--- config.mk ---
export PLATFORM = sky130hd
export DESIGN_NAME = uart_freeze
export DESIGN_NICKNAME = d
export VERILOG_FILES = /design/src/rtl/uart_freeze.sv
export SDC_FILE = /design/constraint.sdc
export NUM_CORES = 1
export LEC_CHECK = 0
export ABC_AREA = 1
export BUFFER_PORTS_ARGS = -buffer_cell sky130_fd_sc_hd__buf_2
export CORE_ASPECT_RATIO = 1.4
export CORE_MARGIN = 2
export CORE_UTILIZATION = 54
export CTS_BUF_LIST = sky130_fd_sc_hd__clkbuf_4
export CTS_CLUSTER_DIAMETER = 100
export DETAILED_ROUTE_END_ITERATION = 8
export GPL_ROUTABILITY_DRIVEN = 0
export PLACE_DENSITY = 0.71
export RECOVER_POWER = 25
export SLEW_MARGIN = 20
export SYNTH_ARGS = -nofsm -noshare
export SYNTH_HDL_FRONTEND = slang
export SYNTH_SLANG_ARGS = --single-unit
--- constraint.sdc ---
create_clock -name clk -period 3.8 [get_ports clk]
set_clock_uncertainty 0.05 [all_clocks]
set_input_delay 0.38 -clock clk [delete_from_list [all_inputs] [get_ports clk]]
set_output_delay 0.38 -clock clk [all_outputs]
set_load 0.005 [all_outputs]
--- src/rtl/uart_freeze.sv ---
module uart_freeze #(
  parameter int DIV_W = 13
) (
  input  logic             clk,
  input  logic             rst_n,
  input  logic [1:0]       pmode,
  input  logic             wr_en,
  input  logic [1:0]       addr,
  input  logic [DIV_W-1:0] wr_data,
  output logic [DIV_W-1:0] rd_data,
  input  logic             rxd,
  output logic             txd,
  output logic             irq
);
  localparam logic [1:0] PM_RUN = 2'd0, PM_WAIT = 2'd1;
  localparam int NFLAG = 7;

  logic [DIV_W-1:0] div, cnt;
  logic [11:0] ctrl;
  logic [NFLAG-1:0] flags;
  logic [7:0] rx_data;

  wire te = ctrl[0], re = ctrl[1], pen = ctrl[2], podd = ctrl[3], wfz = ctrl[4];
  wire [NFLAG-1:0] ie = ctrl[11:5];
  wire active = (pmode == PM_RUN) || (pmode == PM_WAIT && !wfz);
  wire tick = active && div != '0 && cnt >= div - DIV_W'(1);

  always_ff @(posedge clk or negedge rst_n)
    if (!rst_n) begin
      div <= '0;
      ctrl <= '0;
    end else if (wr_en) begin
      if (addr == 2'd0) div <= wr_data;
      if (addr == 2'd1) ctrl <= wr_data[11:0];
    end

  always_ff @(posedge clk or negedge rst_n)
    if (!rst_n) cnt <= '0;
    else if (active && div != '0) cnt <= tick ? '0 : cnt + 1'b1;


  tick_spacing_chk: assert property (@(posedge clk) disable iff (!rst_n)
    tick && div > DIV_W'(1) && !wr_en |=> !tick);

  // transmitter
  logic [10:0] tx_sh;
  logic [3:0]  tx_left, tx_sub;
  wire tx_busy = tx_left != 4'd0;
  wire tx_load = wr_en && addr == 2'd2 && te && !tx_busy;
  wire tx_end  = tick && tx_busy && tx_sub == 4'd15 && tx_left == 4'd1;
  wire [7:0] tx_d = wr_data[7:0];
  wire tx_par = ^tx_d ^ podd;

  always_ff @(posedge clk or negedge rst_n)
    if (!rst_n) begin
      tx_sh <= '1;
      tx_left <= '0;
      tx_sub <= '0;
    end else if (tx_load) begin
      tx_sh <= pen ? {1'b1, tx_par, tx_d, 1'b0} : {2'b11, tx_d, 1'b0};
      tx_left <= pen ? 4'd11 : 4'd10;
      tx_sub <= '0;
    end else if (tick && tx_busy) begin
      tx_sub <= tx_sub + 1'b1;
      if (tx_sub == 4'd15) begin
        tx_sh <= {1'b1, tx_sh[10:1]};
        tx_left <= tx_left - 1'b1;
      end
    end

  assign txd = tx_busy ? tx_sh[0] : 1'b1;


  tx_hold_chk: assert property (@(posedge clk) disable iff (!rst_n)
    !active && tx_busy |=> $stable(txd));

  // receiver
  logic [1:0] rsync;
  logic       rx_busy, rx_s7, rx_s8, rx_pbit, rx_noise, idle_arm;
  logic [3:0] rx_sub, rx_idx;
  logic [7:0] rx_sh, idle_cnt;
  wire rxd_s = rsync[1];
  wire samp = tick && re && rx_busy && rx_sub == 4'd9;
  wire vote = (rx_s7 & rx_s8) | (rx_s7 & rxd_s) | (rx_s8 & rxd_s);
  wire nz = !(rx_s7 == rx_s8 && rx_s8 == rxd_s);
  wire [3:0] stop_idx = pen ? 4'd10 : 4'd9;
  wire rx_done = samp && rx_idx == stop_idx;
  wire par_bad = pen && (rx_pbit != (^rx_sh ^ podd));
  wire idle_hit = tick && re && !rx_busy && rxd_s && idle_arm && idle_cnt == 8'd159;

  always_ff @(posedge clk or negedge rst_n)
    if (!rst_n) rsync <= 2'b11;
    else rsync <= {rsync[0], rxd};

  always_ff @(posedge clk or negedge rst_n)
    if (!rst_n) begin
      rx_busy <= 1'b0;
      rx_sub <= '0;
      rx_idx <= '0;
      rx_sh <= '0;
      rx_s7 <= 1'b1;
      rx_s8 <= 1'b1;
      rx_pbit <= 1'b0;
      rx_noise <= 1'b0;
    end else if (!re) begin
      rx_busy <= 1'b0;
    end else if (tick) begin
      if (!rx_busy) begin
        if (!rxd_s) begin
          rx_busy <= 1'b1;
          rx_sub <= 4'd1;
          rx_idx <= '0;
          rx_noise <= 1'b0;
        end
      end else begin
        rx_sub <= rx_sub + 1'b1;
        if (rx_sub == 4'd15) rx_idx <= rx_idx + 1'b1;
        if (rx_sub == 4'd7) rx_s7 <= rxd_s;
        if (rx_sub == 4'd8) rx_s8 <= rxd_s;
        if (rx_sub == 4'd9) begin
          rx_noise <= rx_noise | nz;
          if (rx_idx == 4'd0) begin
            if (vote) rx_busy <= 1'b0;
          end else if (rx_idx <= 4'd8) rx_sh <= {vote, rx_sh[7:1]};
          else if (rx_idx == stop_idx) rx_busy <= 1'b0;
          else rx_pbit <= vote;
        end
      end
    end

  always_ff @(posedge clk or negedge rst_n)
    if (!rst_n) begin
      idle_cnt <= '0;
      idle_arm <= 1'b0;
    end else if (rx_done) begin
      idle_cnt <= '0;
      idle_arm <= 1'b1;
    end else if (tick) begin
      if (rx_busy || !rxd_s || !re) idle_cnt <= '0;
      else if (idle_arm) begin
        idle_cnt <= idle_hit ? 8'd0 : idle_cnt + 1'b1;
        if (idle_hit) idle_arm <= 1'b0;
      end
    end

  // flags: 0 tc, 1 rx full, 2 idle, 3 overrun, 4 noise, 5 framing, 6 parity
  wire fresh = rx_done && !flags[1];
  wire [NFLAG-1:0] fset = {fresh && par_bad, fresh && !vote, fresh && (rx_noise | nz),
                           rx_done && flags[1], idle_hit, fresh, tx_end};
  wire [NFLAG-1:0] fclr = ((wr_en && addr == 2'd3) ? wr_data[NFLAG-1:0] : '0)
                          | {{(NFLAG-1){1'b0}}, tx_load};

  always_ff @(posedge clk or negedge rst_n)
    if (!rst_n) begin
      flags <= 7'd1;
      rx_data <= '0;
    end else begin
      flags <= (flags & ~fclr) | fset;
      if (fresh) rx_data <= rx_sh;
    end

  assign irq = |(flags & ie);

  always_comb
    case (addr)
      2'd0:    rd_data = div;
      2'd1:    rd_data = DIV_W'(ctrl);
      2'd2:    rd_data = DIV_W'(rx_data);
      default: rd_data = DIV_W'(flags);
    endcase


  tc_on_end_chk: assert property (@(posedge clk) disable iff (!rst_n)
    $fell(tx_busy) |-> flags[0]);


  rxf_on_done_chk: assert property (@(posedge clk) disable iff (!rst_n)
    rx_done && !flags[1] |=> flags[1]);


  overrun_keep_chk: assert property (@(posedge clk) disable iff (!rst_n)
    rx_done && flags[1] |=> flags[3] && $stable(rx_data));


  rx_hold_chk: assert property (@(posedge clk) disable iff (!rst_n)
    !active && rx_busy && re && !wr_en |=> $stable(rx_sub) && rx_busy);
endmodule

==> results of run 1 <==
==> flip-flops by register name, summed over array words and instances, names as in the netlist, 2 cells and up <==
| name | flops |
|---|---|
| rx_sub | 4 |
| rx_data | 8 |
| tx_left | 4 |
| rx_idx | 4 |
| rsync | 2 |
| div | 13 |
| idle_cnt | 8 |
| tx_sub | 4 |
| cnt | 13 |
| tx_sh | 10 |
| ctrl | 12 |
| flags | 7 |
| rx_sh | 8 |
==> through the flow <==
stage	setup slack, ps	hold slack, ps
2_1_floorplan	1100	34.4
3_3_place_gp	577	296
3_5_place_dp	454	306
4_1_cts	409	86.1
5_1_grt	48.1	101
6_report	404	107
==> critical path, delay by kind of cell, from the launching register on <==
kind	cells	cell delay, ps
simple gates	12	1710
compound gates	1	250
xor+xnor	1	160
buf+inv	2	380
flops	1	450
fa+ha+maj	1	290
==> per-layer routing <==
metal,part of all wire [%],vias to the layer above
li1,-,2690
met1,42,2608
met2,52,137
met3,4.1,35
met4,2.7,0
met5,0,-
==> final cells by class <==
type / instances / share of cell area [%]
inverter: 107 / 6.07
antenna: 1 / 0.0378
multi-input combinational: 574 / 46.1
clock buffer: 10 / 1.14
clock inverter: 6 / 1.29
timing repair buffer: 41 / 3.37
tap: 144 / 2.72
sequential: 103 / 39.3
==> final timing paths <==
path                                     from                   end
max                        div[2]$_DFFE_PN0P_   rx_busy$_DFFE_PN0P_
min                               wr_data[12]   div[12]$_DFFE_PN0P_
max reg2reg                div[2]$_DFFE_PN0P_   rx_busy$_DFFE_PN0P_
min reg2reg                rsync[0]$_DFF_PN1_    rsync[1]$_DFF_PN1_
max in group asynchronous               rst_n  tx_sh[9]$_DFFE_PN1P_
min in group asynchronous               rst_n    cnt[7]$_DFFE_PN0P_
==> power breakdown <==
| group | switching, mW | internal, mW |
|---|---|---|
| Combinational | 0.567 | 0.333 |
| Sequential | 0.181 | 1.28 |
| Clock | 0.369 | 0.272 |
==> layout by cell type (no fill, tap or decap), types with 15 or more instances in the layout <==
cell,synthesis,final
nand2_1,224,224
buf_2,3,33
o21ai_0,66,66
a21oi_1,20,20
nand4_1,27,27
ha_1,28,28
inv_1,100,100
nor2_1,45,46
xor2_1,19,19
dfstp_2,15,15
nand3_1,65,65
dfrtp_1,88,88
==> kinds of logic (layout without fill, tap and decap cells) <==
| family | count (synthesis) | in the layout | synth area share [%] |
|---|---|---|---|
| compound gates | 120 | 120 | 11.0 |
| buf+inv | 126 | 164 | 8.45 |
| xor+xnor | 30 | 30 | 4.26 |
| other cells | 0 | 1 | 0 |
| simple gates | 396 | 396 | 28.5 |
| flops | 103 | 103 | 42.1 |
| fa+ha+maj | 28 | 28 | 5.68 |
==> timing repair <==
action / in CTS / in global routing
gates resized for setup: 0 / 0
hold buffers: 2 / 0
setup endpoints to repair: 0 / 0
hold endpoints to repair: 48 / 0
==> reports/qor.yml, run 1 <==
outcome: "finished with violations"
violations: "capacitance limit, slew limit"
dr_total_vias: 5470
die_h_um: 130
area_growth_pct: 7.18
clkSinkCount: 103
worstSetupPathType: "reg2reg"
min_period_ps: 3400
synth-seq-area-share_pct: 42.1
critical_path.cell_chain: "nor2_1 > nand2_1 > nor4_1 > nand4_1 > xor2_1 > inv_1 > ha_1 > nand2_1 > nor2_1 > nand2_1 > nor2_1 > nor2_1 > nand3_4 > nand2_2 > inv_2 > nand2_1 > o21ai_0"
busiest_layer: "met2"
ys_async_sr_fraction_pct: 100
drt_wl_total_um: 14800
wl_per_cell_um: 15.0
yosysTopAreaCellShare_pct: 35.7
grt.total_usage_pct: 25.1
dpl.cell_count: 967
final_cells: 986
avgSynthCellArea_um2: 7.68
hold_viol_final: 0
syn_inst: 803
num-fill-cells: 1013
ir_drop_mv: 0.257
powerDensity_mw_per_mm2: 454
h-tree-depth: 3
required_ps: 4130
drc: 0
synth_cell_types: 44
cp.arrival_ps: 3730
drt_first_iter_violations: 479
dieArea_mm2: 0.0123
overflow: 0
grt_first_pass_wirelength_um: 24200
cp-start-kind: "flop"
multiInputGateArea_mm2: 0.00305
max_slew_margin_pct: -95.6
crit_fanout: 20
setup_tns_ps: 0
grt_use_met2_pct: 44.7
worst-r2r-setup-slack_ps: 400
clkTransAtPathRegs_ps: 150
rr_worst_depth: 17
worstSkewPairLatency_ps: 470
critPathMaxStageDelay_ps: 450
antenna_found_initial: 1
ys_ff_latch: 103
power_leakage_nw: 3.32
io_buffers: 35
synth_common_cells: "nand2_1 (224), inv_1 (100), dfrtp_1 (88)"
yosysMostFrequentCell: "nand2_1"
layout-drive-gt1-share_pct: 10.8
rsz0062_at_grt: "no"
die_w_um: 94.3
met1_usage_pct: 30.8
fin_crit_sh_pct: 89.4
cts_made_buffers: 9
slew_violations: 54
dpl_cell_area_mm2: 0.00644
crit_path_top_delay_cell: "dfrtp_1"
yosys.area.top_type: "dfrtp_1"
initial_core_util_pct: 55.0
end_kind: "flop"
finalPower_mw: 3.00
finalInstanceArea_mm2: 0.00661
final_net_count: 885
synth.area.top_cells: "dfrtp_1 (36%), nand2_1 (14%), dfstp_2 (6.4%)"
tightest_slew_ps: 2930
setup_viol: 0
core_mm2: 0.0112
final_antenna_net_count: 0
fin_util_pct: 58.9
yosys_warnings: 0
regArea_mm2: 0.00260
io-pin-count: 36
hold_depth: 3
cts_root_buf: "clkbuf_4"
use_met3_pct: 3.15
viasPerCell: 5.55
synth-edff-count: 0
grt_pass1_vias: 5142
dr.pass1.iters: 6
cts_setup_buffers: 0
syn-cell-area_mm2: 0.00617
dpl.hpwl_um: 11200
synthFlopType: "dfrtp_1"
grt_max_degree: 54
cts_tree: "built"
synth_fp_nets: 852
placementRows: 46
clockBufferDepth: 2
hp-class: "in2reg"
timing.fmax_mhz: 294
maxCapViolations: 1
(Power assumes the default switching activity.)
==> run 2, diff against run 1 <==
==> constraint.sdc (replaced) <==
create_clock -name clk -period 3.8 [get_ports clk]
set_clock_uncertainty 0.05 [all_clocks]
set_input_delay 0.76 -clock clk [delete_from_list [all_inputs] [get_ports clk]]
set_output_delay 0.76 -clock clk [all_outputs]
set_load 0.005 [all_outputs]
==> reports/qor.yml, run 2 (synthesis gave the netlist of run 1 again) <==
outcome: "finished with violations"  # unchanged
violations: "capacitance limit, slew limit"  # unchanged
dr_total_vias: 5413  # was 5470
placementRows: 46  # unchanged
cts_root_buf: "clkbuf_4"  # unchanged
ir_drop_mv: 0.260  # was 0.257 mV
crit_path_top_delay_cell: "dfrtp_1"  # unchanged
die_h_um: 130  # unchanged
drt_first_iter_violations: 343  # was 479
dr.pass1.iters: 5  # was 6
grt.total_usage_pct: 25.5  # was 25.1%
die_w_um: 94.3  # unchanged
hp-class: "in2reg"  # unchanged
h-tree-depth: 3  # unchanged
drc: 0  # unchanged
critPathMaxStageDelay_ps: 460  # was 450 ps
worstSkewPairLatency_ps: 480  # was 470 ps
layout_commonest_cell: "nand2_1"  # unchanged
initial_core_util_pct: 55.0  # unchanged
max_slew_margin_pct: -93.7  # was -95.6%
postLayoutSetupSlackWorst_ps: 497  # was 404 ps
cts_hold_buf: 0  # was 2
required_ps: 4160  # was 4130 ps
slew_violations: 54  # unchanged
dpl_cell_area_mm2: 0.00645  # was 0.00644 mm^2
core_mm2: 0.0112  # unchanged
cts_setup_buffers: 0  # unchanged
powerDensity_mw_per_mm2: 447  # was 454 mW/mm^2
clockBufferDepth: 2  # unchanged
viasPerCell: 5.50  # was 5.55
critical_path.cell_chain: "nor2_1 > nand2_1 > nor4_1 > nand4_1 > xor2_1 > inv_1 > ha_1 > nand2_1 > nor2_1 > nand2_1 > nor2_1 > nor2_1 > nand3_4 > nand2_2 > clkinv_2 > nand2_2 > nand2_1 > o21ai_1"  # was nor2_1 > nand2_1 > nor4_1 > nand4_1 > xor2_1 > inv_1 > ha_1 > nand2_1 > nor2_1 > nand2_1 > nor2_1 > nor2_1 > nand3_4 > nand2_2 > inv_2 > nand2_1 > o21ai_0
cp-start-kind: "flop"  # unchanged
antenna_found_initial: 1  # unchanged
end_kind: "flop"  # unchanged
tightest_slew_ps: 2910  # was 2930 ps
layout-drive-gt1-share_pct: 11.3  # was 10.8%
rsz0062_at_grt: "no"  # unchanged
power_leakage_nw: 3.30  # was 3.32 nW
maxCapViolations: 1  # unchanged
timing.fmax_mhz: 303  # was 294 MHz
fin_crit_sh_pct: 86.9  # was 89.4%
dieArea_mm2: 0.0123  # unchanged
cts_tree: "built"  # unchanged
finalInstanceArea_mm2: 0.00659  # was 0.00661 mm^2
grt_first_pass_wirelength_um: 24700  # was 24200 um
min_period_ps: 3300  # was 3400 ps
grt_max_degree: 54  # unchanged
cp.arrival_ps: 3660  # was 3730 ps
crit_fanout: 20  # unchanged
worstSetupPathType: "reg2reg"  # unchanged
setup_tns_ps: 0  # unchanged
cts_made_buffers: 9  # unchanged
largestRegisters: "cnt: 13 flops, div: 13 flops, ctrl: 12 flops"  # unchanged
clkTransAtPathRegs_ps: 160  # was 150 ps
io_buffers: 35  # unchanged
dpl.cell_count: 968  # was 967
grt_pass1_vias: 5279  # was 5142
drt_wl_total_um: 14700  # was 14800 um
setup_viol: 0  # unchanged
dpl.hpwl_um: 11300  # was 11200 um
io-pin-count: 36  # unchanged
wl_per_cell_um: 15.0  # about the same
area_growth_pct: 6.75  # was 7.18%
final_net_count: 884  # was 885
overflow: 0  # unchanged
final_cells: 985  # was 986
layout_common_cells: "nand2_1 (223), inv_1 (100), dfrtp_1 (88), o21ai_0 (66), nand3_1 (65)"  # was nand2_1 (224), inv_1 (100), dfrtp_1 (88), o21ai_0 (66), nand3_1 (65)
clkSinkCount: 103  # unchanged
post-place-ws_ps: 457  # was 454 ps
final_antenna_net_count: 0  # unchanged
hold_viol_final: 0  # unchanged
run 2: worst paths after layout:
check,startpoint,to,slack [ps],cells past startpoint
worst min-delay path,rxd,rsync[0]$_DFF_PN1_,310,1
max in group asynchronous,rst_n,rx_data[3]$_DFFE_PN0P_,700,2
worst min register to register,rsync[0]$_DFF_PN1_,rsync[1]$_DFF_PN1_,320,0
worst max-delay path,div[2]$_DFFE_PN0P_,rx_sub[2]$_DFFE_PN0P_,500,18
worst max register to register,div[2]$_DFFE_PN0P_,rx_sub[2]$_DFFE_PN0P_,500,18
min in group asynchronous,rst_n,ctrl[4]$_DFFE_PN0P_,1160,1
run 2: stage by stage:
| step | hold WS, ps | power, mW | utilization [%] |
|---|---|---|---|
| 6_report | 310 | 2.94 | 58.7 |
| 5_1_grt | 268 | 3.19 | 58.7 |
| 4_1_cts | 274 | 2.97 | 58.7 |
| 3_5_place_dp | 298 | 2.39 | 57.4 |
| 3_3_place_gp | 296 | 2.34 | 57.4 |
| 2_1_floorplan | 295 | 2.10 | - |
run 2: what timing repair did:
action	CTS	global route
endpoints found under the hold margin	0	0
endpoints found under the setup margin	0	2
resized for setup	0	2
run 2: per-layer routing:
| metal | vias to the layer above | GRT usage (%) | wire length (um) |
|---|---|---|---|
| li1 | 2684 | - | - |
| met1 | 2576 | 31.9 | 6200 |
| met2 | 123 | 44.3 | 7600 |
| met3 | 30 | 3.44 | 515 |
| met4 | 0 | 10.7 | 427 |
| met5 | - | 0 | 0 |
run 2: final cells by class:
class / instances / area, um^2
Fill cell: 1037 / 4640
Inverter: 107 / 403
Multi-Input combinational cell: 574 / 3060
Clock buffer: 9 / 67.6
Timing Repair Buffer: 40 / 209
Antenna cell: 1 / 2.50
Sequential cell: 103 / 2600
Tap cell: 144 / 180
Clock inverter: 7 / 73.8
run 2: worst max-delay path, delay by kind of cell (launching register included):
family | cells | cell delay, ps
AND/OR/NAND/NOR | 13 | 1830
buffers and inverters | 2 | 370
adder cells (fa/ha/maj) | 1 | 280
AO/OA/AOI/OAI | 1 | 90
flip-flops | 1 | 460
XOR/XNOR | 1 | 160
run 2: power breakdown:
part | internal [mW] | switching [mW]
registers | 1.28 | 0.181
logic | 0.333 | 0.565
clock network | 0.200 | 0.382
==> run 3, diff against run 2 <==
--- a/config.mk
+++ b/config.mk
@@ -15,7 +15,7 @@
 export DETAILED_ROUTE_END_ITERATION = 8
 export GPL_ROUTABILITY_DRIVEN = 0
 export PLACE_DENSITY = 0.71
-export RECOVER_POWER = 25
+export RECOVER_POWER = 100
 export SLEW_MARGIN = 20
 export SYNTH_ARGS = -nofsm -noshare
 export SYNTH_HDL_FRONTEND = slang
==> reports/qor.yml, run 3 (synthesis gave the netlist of run 1 again) <==
tightest_slew_ps: 2980  # was 2910 ps
h-tree-depth: 3  # unchanged
die_w_um: 94.3  # unchanged
dpl.cell_count: 968  # unchanged
final_net_count: 884  # unchanged
grt_max_degree: 54  # unchanged
required_ps: 4110  # was 4160 ps
crit_fanout: 20  # unchanged
final_cells: 985  # unchanged
io-pin-count: 36  # unchanged
powerDensity_mw_per_mm2: 449  # was 447 mW/mm^2
min_period_ps: 3300  # about the same
dieArea_mm2: 0.0123  # unchanged
hp-class: "in2reg"  # unchanged
postLayoutSetupSlackWorst_ps: 500  # was 497 ps
post-place-ws_ps: 457  # unchanged
cts_hold_buf: 0  # unchanged
clkTransAtPathRegs_ps: 160  # about the same
worst-r2r-setup-slack_ps: 500  # about the same
max_slew_margin_pct: -98.8  # was -93.7%
drc: 0  # unchanged
power_leakage_nw: 3.23  # was 3.30 nW
clockBufferDepth: 2  # unchanged
outcome: "finished with violations"  # unchanged
cts_made_buffers: 9  # unchanged
setup_tns_ps: 0  # unchanged
drt_first_iter_violations: 305  # was 343
setup_viol: 0  # unchanged
cts_setup_buffers: 0  # unchanged
viasPerCell: 5.52  # was 5.50
die_h_um: 130  # unchanged
grt.total_usage_pct: 25.5  # unchanged
wl_per_cell_um: 15.1  # was 15.0 um
drt_wl_total_um: 14900  # was 14700 um
slew_violations: 54  # unchanged
core_mm2: 0.0112  # unchanged
io_buffers: 35  # unchanged
area_growth_pct: 6.10  # was 6.75%
timing.fmax_mhz: 303  # about the same
rsz0062_at_grt: "no"  # unchanged
maxCapViolations: 1  # unchanged
layout-drive-gt1-share_pct: 8.81  # was 11.3%
final_antenna_net_count: 0  # unchanged
finalPower_mw: 2.94  # about the same
layout_common_cells: "nand2_1 (224), inv_1 (100), dfrtp_1 (88), o21ai_0 (71), nand3_1 (66)"  # was nand2_1 (223), inv_1 (100), dfrtp_1 (88), o21ai_0 (66), nand3_1 (65)
hold_viol_final: 0  # unchanged
largestRegisters: "cnt: 13 flops, div: 13 flops, ctrl: 12 flops"  # unchanged
cts_root_buf: "clkbuf_4"  # unchanged
layout_commonest_cell: "nand2_1"  # unchanged
initial_core_util_pct: 55.0  # unchanged
end_kind: "flop"  # unchanged
holdWs_ps: 308  # was 310 ps
antenna_found_initial: 1  # unchanged
cp.arrival_ps: 3610  # was 3660 ps
placementRows: 46  # unchanged
grt_pass1_vias: 5279  # unchanged
ir_drop_mv: 0.259  # was 0.260 mV
dpl.hpwl_um: 11300  # unchanged
grt_first_pass_wirelength_um: 24700  # unchanged
worstSkewPairLatency_ps: 480  # about the same
overflow: 0  # unchanged
cts_tree: "built"  # unchanged
dr.pass1.iters: 5  # unchanged
dr_total_vias: 5439  # was 5413
clkSinkCount: 103  # unchanged
worstSetupPathType: "reg2reg"  # unchanged
cts_resized: 0  # unchanged
cp-start-kind: "flop"  # unchanged
violations: "capacitance limit, slew limit"  # unchanged
fin_crit_sh_pct: 86.9  # about the same
[run 3: cell types whose count changed in the layout (fill, tap and decap cells not counted), moves of 5 or more]
cell,previous run,this run
o21ai_1,7,2
buf_2,34,18
clkbuf_1,1,18
o21ai_0,66,71
[run 3: critical path: stages, from the launching register on]
cell      delay (ps)
dfrtp_1          460
nor2_1           150
nand2_1           80
nor4_1           310
nand4_1          160
xor2_1           160
inv_1             60
ha_1             280
nand2_1           60
nor2_1            50
nand2_1           70
nor2_1            40
nor2_1           160
nand3_4          170
nand2_2          250
clkinv_2         300
nand2_2          240
o21ai_0          130
[run 3: per-stage QoR]
step / util, % / area (um^2)
6_report: 58.3 / 6550
5_1_grt: 58.3 / 6550
4_1_cts: 58.7 / 6590
3_5_place_dp: 57.4 / 6450
3_3_place_gp: 57.4 / 6450
2_1_floorplan: - / 6170
[run 3: power breakdown]
part | internal (mW) | total [mW] | leakage, nW | switching [mW]
Sequential | 1.28 | 1.46 | 1.28 | 0.181
Clock | 0.200 | 0.583 | 0.0658 | 0.383
Combinational | 0.326 | 0.891 | 1.88 | 0.565
[run 3: final timing paths]
| kind | start | to | cells after the start |
|---|---|---|---|
| worst max-delay path | div[2]$_DFFE_PN0P_ | rx_noise$_DFFE_PN0P_ | 17 |
| worst min-delay path | rxd | rsync[0]$_DFF_PN1_ | 1 |
| worst max register to register | div[2]$_DFFE_PN0P_ | rx_noise$_DFFE_PN0P_ | 17 |
| worst min register to register | rsync[0]$_DFF_PN1_ | rsync[1]$_DFF_PN1_ | 0 |
| max in group asynchronous | rst_n | rx_data[5]$_DFFE_PN0P_ | 2 |
| min in group asynchronous | rst_n | rx_sub[1]$_DFFE_PN0P_ | 1 |
[run 3: layout make-up]
class	count	area, um^2
timing repair buffer	40	185
multi-input combinational	574	3040
antenna	1	2.50
sequential	103	2600
tap	144	180
fill	1053	4680
clock buffer	9	67.6
inverter	107	403
clock inverter	7	73.8
[run 3: layer usage]
layer  GRT usage, %  routed length [um]
met1           31.9                6230
met4           10.7                 408
met5              0                   0
met3           3.44                 530
met2           44.3                7750
